===== src/rtl/sfc_pkg.sv =====
package sfc_pkg;
  // status word bit positions
  localparam int ST_OK   = 0;
  localparam int ST_WARN = 1;
  localparam int ST_ERR  = 2;
  localparam int ST_EXP  = 3;
  localparam int ST_SERR = 4;
  localparam int ST_MISS = 5;
  localparam int ST_TOVF = 6;
  localparam int STATUS_W = 7;

  // primary (stored) flag indices
  localparam int PF_OK   = 0;
  localparam int PF_WARN = 1;
  localparam int PF_EXP  = 2;
  localparam int PF_SERR = 3;
  localparam int PF_MISS = 4;
  localparam int PF_TOVF = 5;
  localparam int N_PRIM  = 6;

  // clear / enable bit positions
  localparam int CB_OK   = 0;
  localparam int CB_WARN = 1;
  localparam int CB_ERR  = 2;
  localparam int CB_EXP  = 3;
  localparam int CTRL_W  = 4;

  localparam logic [1:0] A_ENABLE = 2'd0;
  localparam logic [1:0] A_CLEAR  = 2'd1;
  localparam logic [1:0] A_STATUS = 2'd2;

  function automatic logic any_err(input logic [2:0] causes);
    return |causes;
  endfunction

  function automatic logic irq_of(input logic [CTRL_W-1:0] src,
                                  input logic [CTRL_W-1:0] en);
    return |(src & en);
  endfunction

  function automatic logic [STATUS_W-1:0] pack_status(input logic [N_PRIM-1:0] p);
    logic [STATUS_W-1:0] s;
    s = '0;
    s[ST_OK]   = p[PF_OK];
    s[ST_WARN] = p[PF_WARN];
    s[ST_EXP]  = p[PF_EXP];
    s[ST_SERR] = p[PF_SERR];
    s[ST_MISS] = p[PF_MISS];
    s[ST_TOVF] = p[PF_TOVF];
    s[ST_ERR]  = any_err({p[PF_TOVF], p[PF_MISS], p[PF_SERR]});
    return s;
  endfunction
endpackage


===== src/rtl/sfc_sticky.sv =====
module sfc_sticky #(
  parameter int N = 6
) (
  input  logic         clk,
  input  logic         rst_n,
  input  logic [N-1:0] set_i,
  input  logic [N-1:0] clr_i,
  output logic [N-1:0] q_o
);
  for (genvar i = 0; i < N; i++) begin : g_bit
    always_ff @(posedge clk or negedge rst_n) begin
      if (!rst_n)        q_o[i] <= 1'b0;
      else if (set_i[i]) q_o[i] <= 1'b1;   // event wins over clear
      else if (clr_i[i]) q_o[i] <= 1'b0;
    end
  end
endmodule


===== src/rtl/sfc_regif.sv =====
module sfc_regif
  import sfc_pkg::*;
#(
  parameter int ADDR_W = 2
) (
  input  logic                clk,
  input  logic                rst_n,
  input  logic                wr_en,
  input  logic [ADDR_W-1:0]   wr_addr,
  input  logic [CTRL_W-1:0]   wr_data,
  input  logic [ADDR_W-1:0]   rd_addr,
  input  logic [STATUS_W-1:0] status_i,
  output logic [CTRL_W-1:0]   ie_o,
  output logic [N_PRIM-1:0]   clr_o,
  output logic [STATUS_W-1:0] rd_data
);
  logic wr_ie, wr_clr;
  assign wr_ie  = wr_en && (wr_addr == ADDR_W'(A_ENABLE));
  assign wr_clr = wr_en && (wr_addr == ADDR_W'(A_CLEAR));

  always_ff @(posedge clk or negedge rst_n) begin
    if (!rst_n)     ie_o <= '0;
    else if (wr_ie) ie_o <= wr_data;
  end

  always_comb begin
    clr_o = '0;
    if (wr_clr) begin
      clr_o[PF_OK]   = wr_data[CB_OK];
      clr_o[PF_WARN] = wr_data[CB_WARN];
      clr_o[PF_EXP]  = wr_data[CB_EXP];
      clr_o[PF_SERR] = wr_data[CB_ERR];
      clr_o[PF_MISS] = wr_data[CB_ERR];
      clr_o[PF_TOVF] = wr_data[CB_ERR];
    end
  end

  always_comb begin
    rd_data = '0;
    if (rd_addr == ADDR_W'(A_ENABLE))      rd_data = STATUS_W'(ie_o);
    else if (rd_addr == ADDR_W'(A_STATUS)) rd_data = status_i;
  end
endmodule


===== src/rtl/sfc_irq.sv =====
module sfc_irq
  import sfc_pkg::*;
(
  input  logic              clk,
  input  logic              rst_n,
  input  logic [CTRL_W-1:0] src_i,
  input  logic [CTRL_W-1:0] en_i,
  output logic              irq_o
);
  always_ff @(posedge clk or negedge rst_n) begin
    if (!rst_n) irq_o <= 1'b0;
    else        irq_o <= irq_of(src_i, en_i);
  end
endmodule


===== src/rtl/sync_flag_ctrl.sv =====
module sync_flag_ctrl
  import sfc_pkg::*;
#(
  parameter int ADDR_W = 2
) (
  input  logic                clk,
  input  logic                rst_n,
  input  logic                ev_ok,
  input  logic                ev_warn,
  input  logic                ev_expect,
  input  logic                ev_serr,
  input  logic                ev_miss,
  input  logic                ev_tovf,
  input  logic                wr_en,
  input  logic [ADDR_W-1:0]   wr_addr,
  input  logic [CTRL_W-1:0]   wr_data,
  input  logic [ADDR_W-1:0]   rd_addr,
  output logic [STATUS_W-1:0] rd_data,
  output logic                irq
);
  // named internal events, used by the bound checker
  logic [N_PRIM-1:0]   set_vec;
  logic [N_PRIM-1:0]   clr_vec;
  logic [N_PRIM-1:0]   prim_q;
  logic [STATUS_W-1:0] status;
  logic [CTRL_W-1:0]   ie_q;

  always_comb begin
    set_vec          = '0;
    set_vec[PF_OK]   = ev_ok;
    set_vec[PF_WARN] = ev_warn;
    set_vec[PF_EXP]  = ev_expect;
    set_vec[PF_SERR] = ev_serr;
    set_vec[PF_MISS] = ev_miss;
    set_vec[PF_TOVF] = ev_tovf;
  end

  sfc_sticky #(.N(N_PRIM)) u_flags (
    .clk(clk), .rst_n(rst_n), .set_i(set_vec), .clr_i(clr_vec), .q_o(prim_q)
  );

  assign status = pack_status(prim_q);

  sfc_regif #(.ADDR_W(ADDR_W)) u_regif (
    .clk(clk), .rst_n(rst_n), .wr_en(wr_en), .wr_addr(wr_addr),
    .wr_data(wr_data), .rd_addr(rd_addr), .status_i(status),
    .ie_o(ie_q), .clr_o(clr_vec), .rd_data(rd_data)
  );

  sfc_irq u_irq (
    .clk(clk), .rst_n(rst_n), .src_i(status[CTRL_W-1:0]), .en_i(ie_q),
    .irq_o(irq)
  );
endmodule


===== config.mk =====
export PLATFORM = sky130hd
export DESIGN_NAME = sync_flag_ctrl
export DESIGN_NICKNAME = d
export VERILOG_FILES = /design/src/rtl/sfc_pkg.sv /design/src/rtl/sfc_sticky.sv /design/src/rtl/sfc_regif.sv /design/src/rtl/sfc_irq.sv /design/src/rtl/sync_flag_ctrl.sv
export SDC_FILE = /design/constraint.sdc
export NUM_CORES = 1
export LEC_CHECK = 0
export BUFFER_PORTS_ARGS = -buffer_cell sky130_fd_sc_hd__buf_2
export CAP_MARGIN = 20
export CELL_PAD_IN_SITES_DETAIL_PLACEMENT = 0
export CELL_PAD_IN_SITES_GLOBAL_PLACEMENT = 1
export CORE_UTILIZATION = 32
export DETAILED_ROUTE_END_ITERATION = 10
export GPL_ROUTABILITY_DRIVEN = 0
export PLACE_DENSITY_LB_ADDON = 0.05
export SLEW_MARGIN = 20
export SYNTH_ARGS = -nofsm -noshare
export SYNTH_HDL_FRONTEND = slang
export SYNTH_SLANG_ARGS = --single-unit

===== constraint.sdc =====
create_clock -name clk -period 1.25 [get_ports clk]
set_input_delay 0.0625 -clock clk [delete_from_list [all_inputs] [get_ports clk]]
set_output_delay 0.0625 -clock clk [all_outputs]
set_load 0.05 [all_outputs]

Word-level counts from Yosys, hierarchy flattened
Index checks and enable logic that the tools add are counted.
- equal/unequal tests: 2
- muxes and demuxes: 15
- bitwise operators: 1
- reductions and logical operators: 12
- operator list (cell ; number):
    7-bit 2-to-1 mux ; 2
    1-bit 2-to-1 mux ; 12
    2-bit nonzero test ; 6
    6-bit 2-to-1 mux ; 1
    4-bit bitwise AND ; 1
    2-bit logical NOT ; 2
    4-bit OR reduction ; 1
    3-bit OR reduction ; 1
    2-bit by 1-bit == test with 1-bit output, second input constant ; 1
    2-bit == test, second input constant ; 1
    1-bit logical AND ; 2
- flip-flop bits (word level): 11
- word-level logic and storage cells: 38

Logic depth before layout (Yosys ltp)
Gate-level depths: netlist of run 1.
- depth in word-level cells: 5
- depth in mapped cells: 3
- mapped depth without buffers: 2

Modules after synthesis
A second synthesis of run 1 with hierarchy kept.
- cells, all modules: 52
- area total of the unflattened synthesis: 566.8 um^2
- modules (own cells, without submodules) (module ; times used ; cells each ; area an instance (um^2) ; seq. area each (um^2)):
    sfc_regif ; 1 ; 29 ; 299.0 ; 100.1
    sfc_sticky ; 1 ; 18 ; 217.7 ; 150.1
    sfc_irq ; 1 ; 4 ; 43.8 ; 25.0
    sync_flag_ctrl ; 1 ; 1 ; 6.3 ; 0.0

Least setup slack after synthesis of run 1
Ideal clock, no wire load.
- path type: register -> output
- start point: register u_flags.q_o[3]
- end point: output rd_data[2]
- data arrival time: 1.608 ns
- data required time: 1.188 ns
- path slack: -0.421 ns
- stages on the path, launching flop included: 3
- cells stage by stage: dfrtp_1 -> nor3_1 -> a211oi_1
- word-level cells in the longest chain between the ends: 3
- ends and longest elaborated chain (element ; line ; text):
    start: declaration ; sfc_sticky.sv:8 ; output logic [N-1:0] q_o
    start signal: indexed assignment ; sfc_sticky.sv:12 ; if (!rst_n) q_o[i] <= 1'b0;
    start signal: indexed assignment ; sfc_sticky.sv:13 ; else if (set_i[i]) q_o[i] <= 1'b1;
    start signal: indexed assignment ; sfc_sticky.sv:14 ; else if (clr_i[i]) q_o[i] <= 1'b0;
    3-bit OR reduction ; sfc_pkg.sv:33 ; return |causes;
    7-bit 2-to-1 mux ; sfc_regif.sv:41 ; else if (rd_addr == ADDR_W'(A_STATUS)) rd_data = status_i;
    7-bit 2-to-1 mux ; sfc_regif.sv:40 ; if (rd_addr == ADDR_W'(A_ENABLE)) rd_data = STATUS_W'(ie_o);
    end: declaration ; sync_flag_ctrl.sv:18 ; output logic [STATUS_W-1:0] rd_data,
No other way between the ends.

Worst setup path in the final report of run 1
Ends and elaborated chain as after synthesis.

==> results.toml, run 1 <==
[outcome]
outcome = "completed"

[floorplanning]
core_area_um2 = 1520
dieArea_um2 = 1810
rows = 14
die_w_um = 42.5
initial_core_util_pct = 34.5
die_h_um = 42.5
io_pins = 25

[clocking]
clockBufferDepth = 2
postCtsSetupRepairBufs = 0
htree_levels = 1
cts_root_buf = "clkbuf_4"
clk_pin_slew_ns = 0.07
insertion_delay_ns = 0.26
clock_sinks = 11
cts_buffers = 3
cts_tree = "built"

[synthesis]
yosys.cell_types.count = 15
yosysSeqAreaShare_pct = 52.4
syn-num-nets = 60
post-synth-top-area-cell = "dfrtp_1"
ys.warnings.count = 0
postSynthCellCount = 43
synthTopCellsByArea = "dfrtp_1 52%, a21o_1 8.6%, mux2_2 8.6%, nand4b_1 6.7%, mux2i_1 5.7%"
syn_avg_cell_area_um2 = 12.2
ys_ff_latch = 11
synth_top_cell_area_share_pct = 52.4
synthesis.area_um2 = 526

[critical_path]
criticalPathCategory = "reg2out"
cp_slowest_stage_delay_ns = 0.40
crit_family = "flip-flops"
critical_path_required_ns = 1.19
cp.arrival_ns = 1.15
cp-end-kind = "output pin"
cp.depth = 3
crit_buf_inv = 1
slowest_stage = "dfrtp_1"
cp-start-kind = "register"
ff2ff_path_depth = 2
path_max_fanout = 3
crit_chain = "nor3_2 > a211oi_2 > buf_6"

[global_route]
grt_usage_pct = 14.3
grt_pass1_vias = 441
grt_max_degree = 12
grt_overflow_total = 0
grt_pass1_wl_um = 1880
grt_antenna_before_repair = 0

[timing]
fmax_mhz = 822
fin_setup_tns_ns = 0
slew_viol_final = 0
clock_skew_ns = 0.00445
finalHoldViolCount = 0
worst_pin_slew_ns = 0.311
setup_violations = 0
maxSlewHeadroom_pct = 79.3
finalCriticalPeriod_ns = 1.22
rsz0062_at_grt = "yes"
timing.final.crit_share_pct = 97.3

[final_layout]
drive_above_1_share_pct = 44.2
layout_common_cells = "23 x buf_2, 11 x dfrtp_1, 7 x dlygate4sd3_1, 6 x a21o_1"
diodes = 0
fill_cells = 148
finalInstanceArea_um2 = 773
fin_nets = 95
syn2layout_area_growth_pct = 47.1
layout_commonest_cell = "buf_2"

[pwr]
p_per_area_nw_per_um2 = 1170
peakVddDrop_mv = 0.647
p_leak_nw = 0.342
p_total_w = 0.000901

[detailed_routing]
drt_iter0_markers = 10
wirelength_um = 1140
drt-wirelength-per-cell_um = 12.3
postRouteAntennaNets = 0
route.detailed.drc = 0
vias_per_cell = 4.92
firstDrtPassIters = 5
vias = 458

[min_path]
holdPathStages = 2
hp-class = "in2reg"

[placed_design]
dpl_cell_area_um2 = 666
port-buffer-count = 24

[flow_run]
cap_violations = 0
what timing repair did:
action                                 in CTS  in global routing
hold buffers                                7                  0
gates resized for setup                     3                  0
pin swaps                                   1                  2
setup endpoints to repair                   1                  1
endpoints found under the hold margin      17                  0
synth_stat cells:
cell type	n
nor2_1	4
nor3_1	1
a222oi_1	1
a211oi_1	1
o21ai_0	1
and2_1	3
dfrtp_1	11
nand4b_1	4
nor3b_4	1
mux2_2	4
mux2i_1	3
a21o_1	6
inv_1	1
nor2b_1	1
buf_2	1
power by group:
part	internal (W)	switching (W)	total, W
registers	0.000392	0.0000264	0.000418
logic	0.000101	0.000145	0.000246
clock network	0.000123	0.000113	0.000237
stage by stage:
step	cells	setup WS [ns]	util [%]	hold slack, ns
3_3_place_gp	82	0.193	43.7	-0.0547
5_1_grt	93	-0.0110	50.7	0.0346
2_1_floorplan	43	0.0518	-	-0.233
3_5_place_dp	82	0.198	43.7	-0.0516
6_report	93	0.0332	50.7	0.0479
4_1_cts	93	0.00682	50.7	0.0454
sequential cells by signal, indices dropped and copies added, names as in the netlist:
signal,count
u_flags.q_o,6
u_regif.ie_o,4
u_irq.irq_o,1
path summary, 6_finish.rpt:
check	startpoint	endpoint	slack (ns)
setup / recovery	u_flags.q_o[3]$_DFFE_PN0P_	rd_data[2]	0.03
hold / removal	wr_data[3]	u_regif.ie_o[3]$_DFFE_PN0P_	0.05
setup reg to reg	u_regif.ie_o[3]$_DFFE_PN0P_	u_irq.irq_o$_DFF_PN0_	0.21
hold reg to reg	u_flags.q_o[3]$_DFFE_PN0P_	u_flags.q_o[3]$_DFFE_PN0P_	0.52
max in group asynchronous	rst_n	u_flags.q_o[4]$_DFFE_PN0P_	0.84
min in group asynchronous	rst_n	u_irq.irq_o$_DFF_PN0_	0.20
final cells by class:
cell class | instances | area, µm² | area share (%)
Sequential cell | 11 | 275 | 35.6
Multi-Input combinational cell | 30 | 251 | 32.5
Timing Repair Buffer | 31 | 196 | 25.4
Clock buffer | 4 | 26.3 | 3.40
Tap cell | 16 | 20.0 | 2.59
Inverter | 1 | 3.75 | 0.485
kinds of logic (layout without fill, tap and decap cells):
| family | Yosys count | after routing | synth area share, % |
|---|---|---|---|
| compound gates | 9 | 9 | 12.9 |
| mux | 7 | 7 | 14.3 |
| flops | 11 | 11 | 52.4 |
| simple gates | 14 | 14 | 18.8 |
| buf+inv | 2 | 36 | 1.67 |
per-layer routing:
metal / vias up / global-route usage (%) / part of all wire [%]
met5: - / 0 / 0
met4: 0 / 7.50 / 1.5
met3: 2 / 3.88 / 5.6
met2: 25 / 22.5 / 46
met1: 203 / 17.8 / 47
li1: 228 / - / -
No activity file was read; power rests on OpenSTA's default activity.
==> run 2: changes to the inputs <==
Settings changed: CELL_PAD_IN_SITES_DETAIL_PLACEMENT 0 to not set, CELL_PAD_IN_SITES_GLOBAL_PLACEMENT 1 to not set, CORE_UTILIZATION 32 to 36.
==> results.toml, run 2 (synthesized netlist as in run 1, its figures left out) <==
[min_path]
hp-class = "in2reg"
holdPathStages = 2

[global_route]
grt_pass1_vias = 422
grt_pass1_wl_um = 1820
grt_overflow_total = 0
grt_usage_pct = 18.0
grt_antenna_before_repair = 0
grt_max_degree = 12

[timing]
rsz0062_at_grt = "yes"
fmax_mhz = 816
finalHoldViolCount = 0
slew_viol_final = 0
finalCriticalPeriod_ns = 1.23
timing.final.crit_share_pct = 98.0
clock_skew_ns = 0.00112
worst_pin_slew_ns = 0.269
whs_ns = 0.0457
setup_violations = 0
maxSlewHeadroom_pct = 82.1
finalWorstSetupSlack_ns = 0.0247

[detailed_routing]
drt-wirelength-per-cell_um = 12.0
wirelength_um = 1160
firstDrtPassIters = 4
postRouteAntennaNets = 0
route.detailed.drc = 0
vias = 488
vias_per_cell = 5.08
drt_iter0_markers = 7

[placed_design]
preCtsSetupSlack_ns = 0.161
port-buffer-count = 24
post-dp-hpwl_um = 808
place_inst = 81

[pwr]
p_total_w = 0.000902
p_clk_share_pct = 26.2
power_switching_w = 0.000284
p_seq_share_pct = 46.4
p_per_area_nw_per_um2 = 1100
p_comb_share_pct = 27.5
swShare_pct = 31.5
p_int_w = 0.000618
peakVddDrop_mv = 0.680
p_leak_nw = 0.380

[floorplanning]
dieArea_um2 = 1620
die_w_um = 40.2
die_h_um = 40.2
rows = 13
io_pins = 25
initial_core_util_pct = 39.4
core_area_um2 = 1330

[critical_path]
crit_chain = "nor3_4 > a211oi_2 > buf_6"
crit_buf_inv = 1
crit_family = "flip-flops"
cp.arrival_ns = 1.16
cp_slowest_stage_delay_ns = 0.41
reg2reg_slack_ns = 0.06
cp-end-kind = "output pin"
cp.depth = 3
critical_path_required_ns = 1.19
ff2ff_path_depth = 6
path_max_fanout = 3
criticalPathCategory = "reg2out"
slowest_stage = "dfrtp_1"
cp-start-kind = "register"

[final_layout]
syn2layout_area_growth_pct = 56.4
largest_reg_flops = 6
layout_common_cells = "22 x buf_2, 11 x dfrtp_1, 7 x dlygate4sd3_1, 6 x a21o_1"
largest_register = "u_flags.q_o"
drive_above_1_share_pct = 46.9
fin_nets = 99
layout_commonest_cell = "buf_2"
diodes = 0
finalNonFillerCells = 96
reg.largest.list = "u_flags.q_o: 6 flops, u_regif.ie_o: 4 flops, u_irq.irq_o: 1 flops"
fill_cells = 117

[clocking]
cts_tree = "built"
clockBufferDepth = 2
clk_pin_slew_ns = 0.07
insertion_delay_ns = 0.26
htree_levels = 1
clock_sinks = 11
cts_root_buf = "clkbuf_4"
cts_buffers = 3

[outcome]
outcome = "completed"

[flow_run]
cap_violations = 0
## run 2: changes by cell type in the layout (fill, tap and decap cells not counted)
| cell | previous run | this run |
|---|---|---|
| buf_2 | 23 | 22 |
| o21ai_1 | 0 | 1 |
| nor3_2 | 1 | 0 |
| buf_4 | 0 | 2 |
| o21ai_0 | 1 | 0 |
| nor3_4 | 0 | 1 |
| buf_6 | 1 | 4 |
## run 2: routing by layer
layer	track usage [%]	vias to the layer above	wire length, µm
met4	7.50	0	0
met2	29.4	21	585
li1	-	233	-
met5	0	-	0
met3	6.67	0	65
met1	21.1	234	503
## run 2: cell type report
class | instances | area, µm² | share of cell area (%)
flip-flops and latches | 11 | 275 | 33.5
multi-input cells | 30 | 258 | 31.4
repair buffers | 35 | 240 | 29.2
clock buffers | 4 | 26.3 | 3.20
well taps | 15 | 18.8 | 2.28
inverters | 1 | 3.75 | 0.457
## run 2: path summary, 6_finish.rpt
path / startpoint / end
worst max-delay path: u_flags.q_o[3]$_DFFE_PN0P_ / rd_data[2]
worst min-delay path: wr_data[0] / u_regif.ie_o[0]$_DFFE_PN0P_
worst max register to register: u_flags.q_o[3]$_DFFE_PN0P_ / u_irq.irq_o$_DFF_PN0_
worst min register to register: u_flags.q_o[2]$_DFFE_PN0P_ / u_flags.q_o[2]$_DFFE_PN0P_
max in group asynchronous: rst_n / u_regif.ie_o[3]$_DFFE_PN0P_
min in group asynchronous: rst_n / u_flags.q_o[3]$_DFFE_PN0P_
## run 2: power groups by stage
stage	Sequential (W)	Combinational [W]	Clock (W)
finish	0.000418	0.000248	0.000236
global route	0.000423	0.000271	0.000262
CTS	0.000417	0.000247	0.000248
detailed placement	0.000424	0.000225	0
global placement	0.000424	0.000224	0
floorplan	0.000432	0.000143	0
## run 2: what timing repair did
action                                  CTS  global route
gates resized for setup                   3             7
buffers inserted                          4             0
hold buffers                              7             0
endpoints found under the hold margin    17             0
endpoints found under the setup margin    1             3
pin swaps                                 1             2
## run 2: per-stage QoR
| step | utilization, % | setup TNS (ns) | area [µm²] |
|---|---|---|---|
| after floorplan | - | 0 | 531 |
| after global placement | 49.8 | 0 | 664 |
| after detailed placement | 49.8 | 0 | 664 |
| after CTS | 60.1 | 0 | 802 |
| after global routing | 61.6 | -0.0325 | 822 |
| final | 61.6 | 0 | 822 |
==> run 3: changes to the inputs <==
Settings changed: ABC_AREA set to 1, CAP_MARGIN 20 to not set, CORE_UTILIZATION 36 to 44.
==> results.toml, run 3 <==
[synthesis]
syn-num-nets = 97
synth_top_cell_area_share_pct = 46.6
synthArstFlopShare_pct = 100
synthesis.area_um2 = 591
synthTopCellsByArea = "dfrtp_1 47%, nand2_1 24%, nand4_1 7.4%, inv_1 6.4%, nor2_1 3.2%"
ys.warnings.count = 0
yosys.cell_types.count = 11
synth_edf_count = 0
synth.top_cells.by_count = "38 x nand2_1, 11 x dfrtp_1, 10 x inv_1"
syn_avg_cell_area_um2 = 7.38
yosysSeqAreaShare_pct = 46.6
postSynthCellCount = 80
ys_ff_latch = 11
post-synth-top-area-cell = "dfrtp_1"
yosysMostFrequentCell = "nand2_1"
synthFlopType = "dfrtp_1"

[flow_run]
cap_violations = 0

[critical_path]
cp.arrival_ns = 1.10
criticalPathCategory = "reg2out"
cp-start-kind = "register"
critical_path_required_ns = 1.19
cp-end-kind = "output pin"
path_max_fanout = 2

[clocking]
htree_levels = 1
cts_tree = "built"
postCtsSetupRepairBufs = 0
cts_buffers = 3
cts_root_buf = "clkbuf_4"
clk_pin_slew_ns = 0.07
clock_sinks = 11
insertion_delay_ns = 0.26
clockBufferDepth = 2

[pwr]
p_leak_nw = 0.498
peakVddDrop_mv = 0.584
p_per_area_nw_per_um2 = 1110

[final_layout]
drive_above_1_share_pct = 30.7
syn2layout_area_growth_pct = 39.0
largest_register = "u_flags.q_o"
finalInstanceArea_um2 = 821
layout_common_cells = "38 x nand2_1, 23 x buf_2, 11 x dfrtp_1, 10 x inv_1"
largest_reg_flops = 6
reg.largest.list = "u_flags.q_o: 6 flops, u_regif.ie_o: 4 flops, u_irq.irq_o: 1 flops"
fin_nets = 132
diodes = 0
layout_commonest_cell = "nand2_1"

[detailed_routing]
wl_met2_um = 550
route.detailed.drc = 0
drt-wirelength-per-cell_um = 9.47
vias = 586
postRouteAntennaNets = 0
drt_iter0_markers = 10
wirelength_um = 1210
wl_met1_um = 595
firstDrtPassIters = 4
vias_per_cell = 4.58
routed-wl-met3_um = 48
top_layer_used = "met4"

[min_path]
hp-class = "in2reg"

[floorplanning]
rows = 12
initial_core_util_pct = 50.4
die_h_um = 38.6
core_area_um2 = 1170
die_w_um = 38.6
io_pins = 25
dieArea_um2 = 1490

[global_route]
grt_overflow_total = 0
grt_usage_pct = 19.5
grt_pass1_wl_um = 1900
grt_antenna_before_repair = 0
grt_max_degree = 12
grt_pass1_vias = 497

[timing]
slew_viol_final = 0
fmax_mhz = 857
finalHoldViolCount = 0
timing.final.crit_share_pct = 93.3
finalCriticalPeriod_ns = 1.17
maxSlewHeadroom_pct = 83.6
setup_violations = 0
worst_pin_slew_ns = 0.247
rsz0062_at_grt = "no"
clock_skew_ns = 0.000692
fin_setup_tns_ns = 0

[placed_design]
dpl_cell_area_um2 = 717
post-dp-hpwl_um = 875
port-buffer-count = 24

[outcome]
outcome = "completed"
[run 3: cell count changes in the layout (fill, tap and decap cells not counted), sizes merged, moves of 6 or more]
cell	change
nand2	+38
inv	+13
nand4	+8
a21o	-6
[run 3: cell type report]
class / count / area [µm²]
tap: 14 / 17.5
inverter: 14 / 52.6
timing repair buffer: 31 / 193
multi-input combinational: 54 / 256
fill: 111 / 350
sequential: 11 / 275
clock buffer: 4 / 26.3
[run 3: stage by stage]
stage	power, W	hold WS (ns)	util (%)	worst slack [ns]	instances
finish	0.000913	0.0583	70.1	0.0836	128
global route	0.000961	0.0813	70.1	0.00764	128
CTS	0.000918	0.0557	69.4	0.0517	128
detailed placement	0.000661	-0.0534	61.2	0.346	117
global placement	0.000657	-0.0548	61.2	0.364	117
floorplan	0.000589	-0.233	-	0.160	80
[run 3: cells by family after synthesis]
group | count (synthesis) | synth area share, %
AND/OR/NAND/NOR | 54 | 42.6
buffers and inverters | 15 | 10.8
flip-flops | 11 | 46.6
[run 3: per-layer routing]
metal / up-vias / track usage (%)
met5: - / 0
met4: 0 / 10.3
met3: 4 / 3.47
met2: 19 / 32.5
met1: 251 / 23.7
li1: 312 / -
[run 3: power breakdown]
group / switching [W] / total [W] / internal (W)
Combinational: 0.000176 / 0.000262 / 0.0000857
Clock: 0.000116 / 0.000240 / 0.000124
Sequential: 0.0000215 / 0.000411 / 0.000390
[run 3: critical path, cell delays in order, from the launching register on]
cell,delay [ns]
dfrtp_1,0.39
inv_1,0.09
nand3_2,0.08
nand2_1,0.06
nand2_1,0.04
buf_4,0.18
[run 3: worst paths after layout]
check,cells past startpoint,slack [ns],start,end
setup / recovery,5,0.08,u_flags.q_o[5]$_DFFE_PN0P_,rd_data[2]
hold / removal,3,0.06,wr_data[3],u_regif.ie_o[3]$_DFFE_PN0P_
setup reg to reg,4,0.47,u_flags.q_o[2]$_DFFE_PN0P_,u_irq.irq_o$_DFF_PN0_
hold reg to reg,2,0.48,u_flags.q_o[3]$_DFFE_PN0P_,u_flags.q_o[3]$_DFFE_PN0P_
max in group asynchronous,2,0.85,rst_n,u_regif.ie_o[0]$_DFFE_PN0P_
min in group asynchronous,2,0.20,rst_n,u_flags.q_o[2]$_DFFE_PN0P_
[run 3: what timing repair did]
action	CTS	global route
endpoints found under the hold margin	17	0
endpoints found under the setup margin	0	1
hold buffers	7	0
resized for setup	0	3
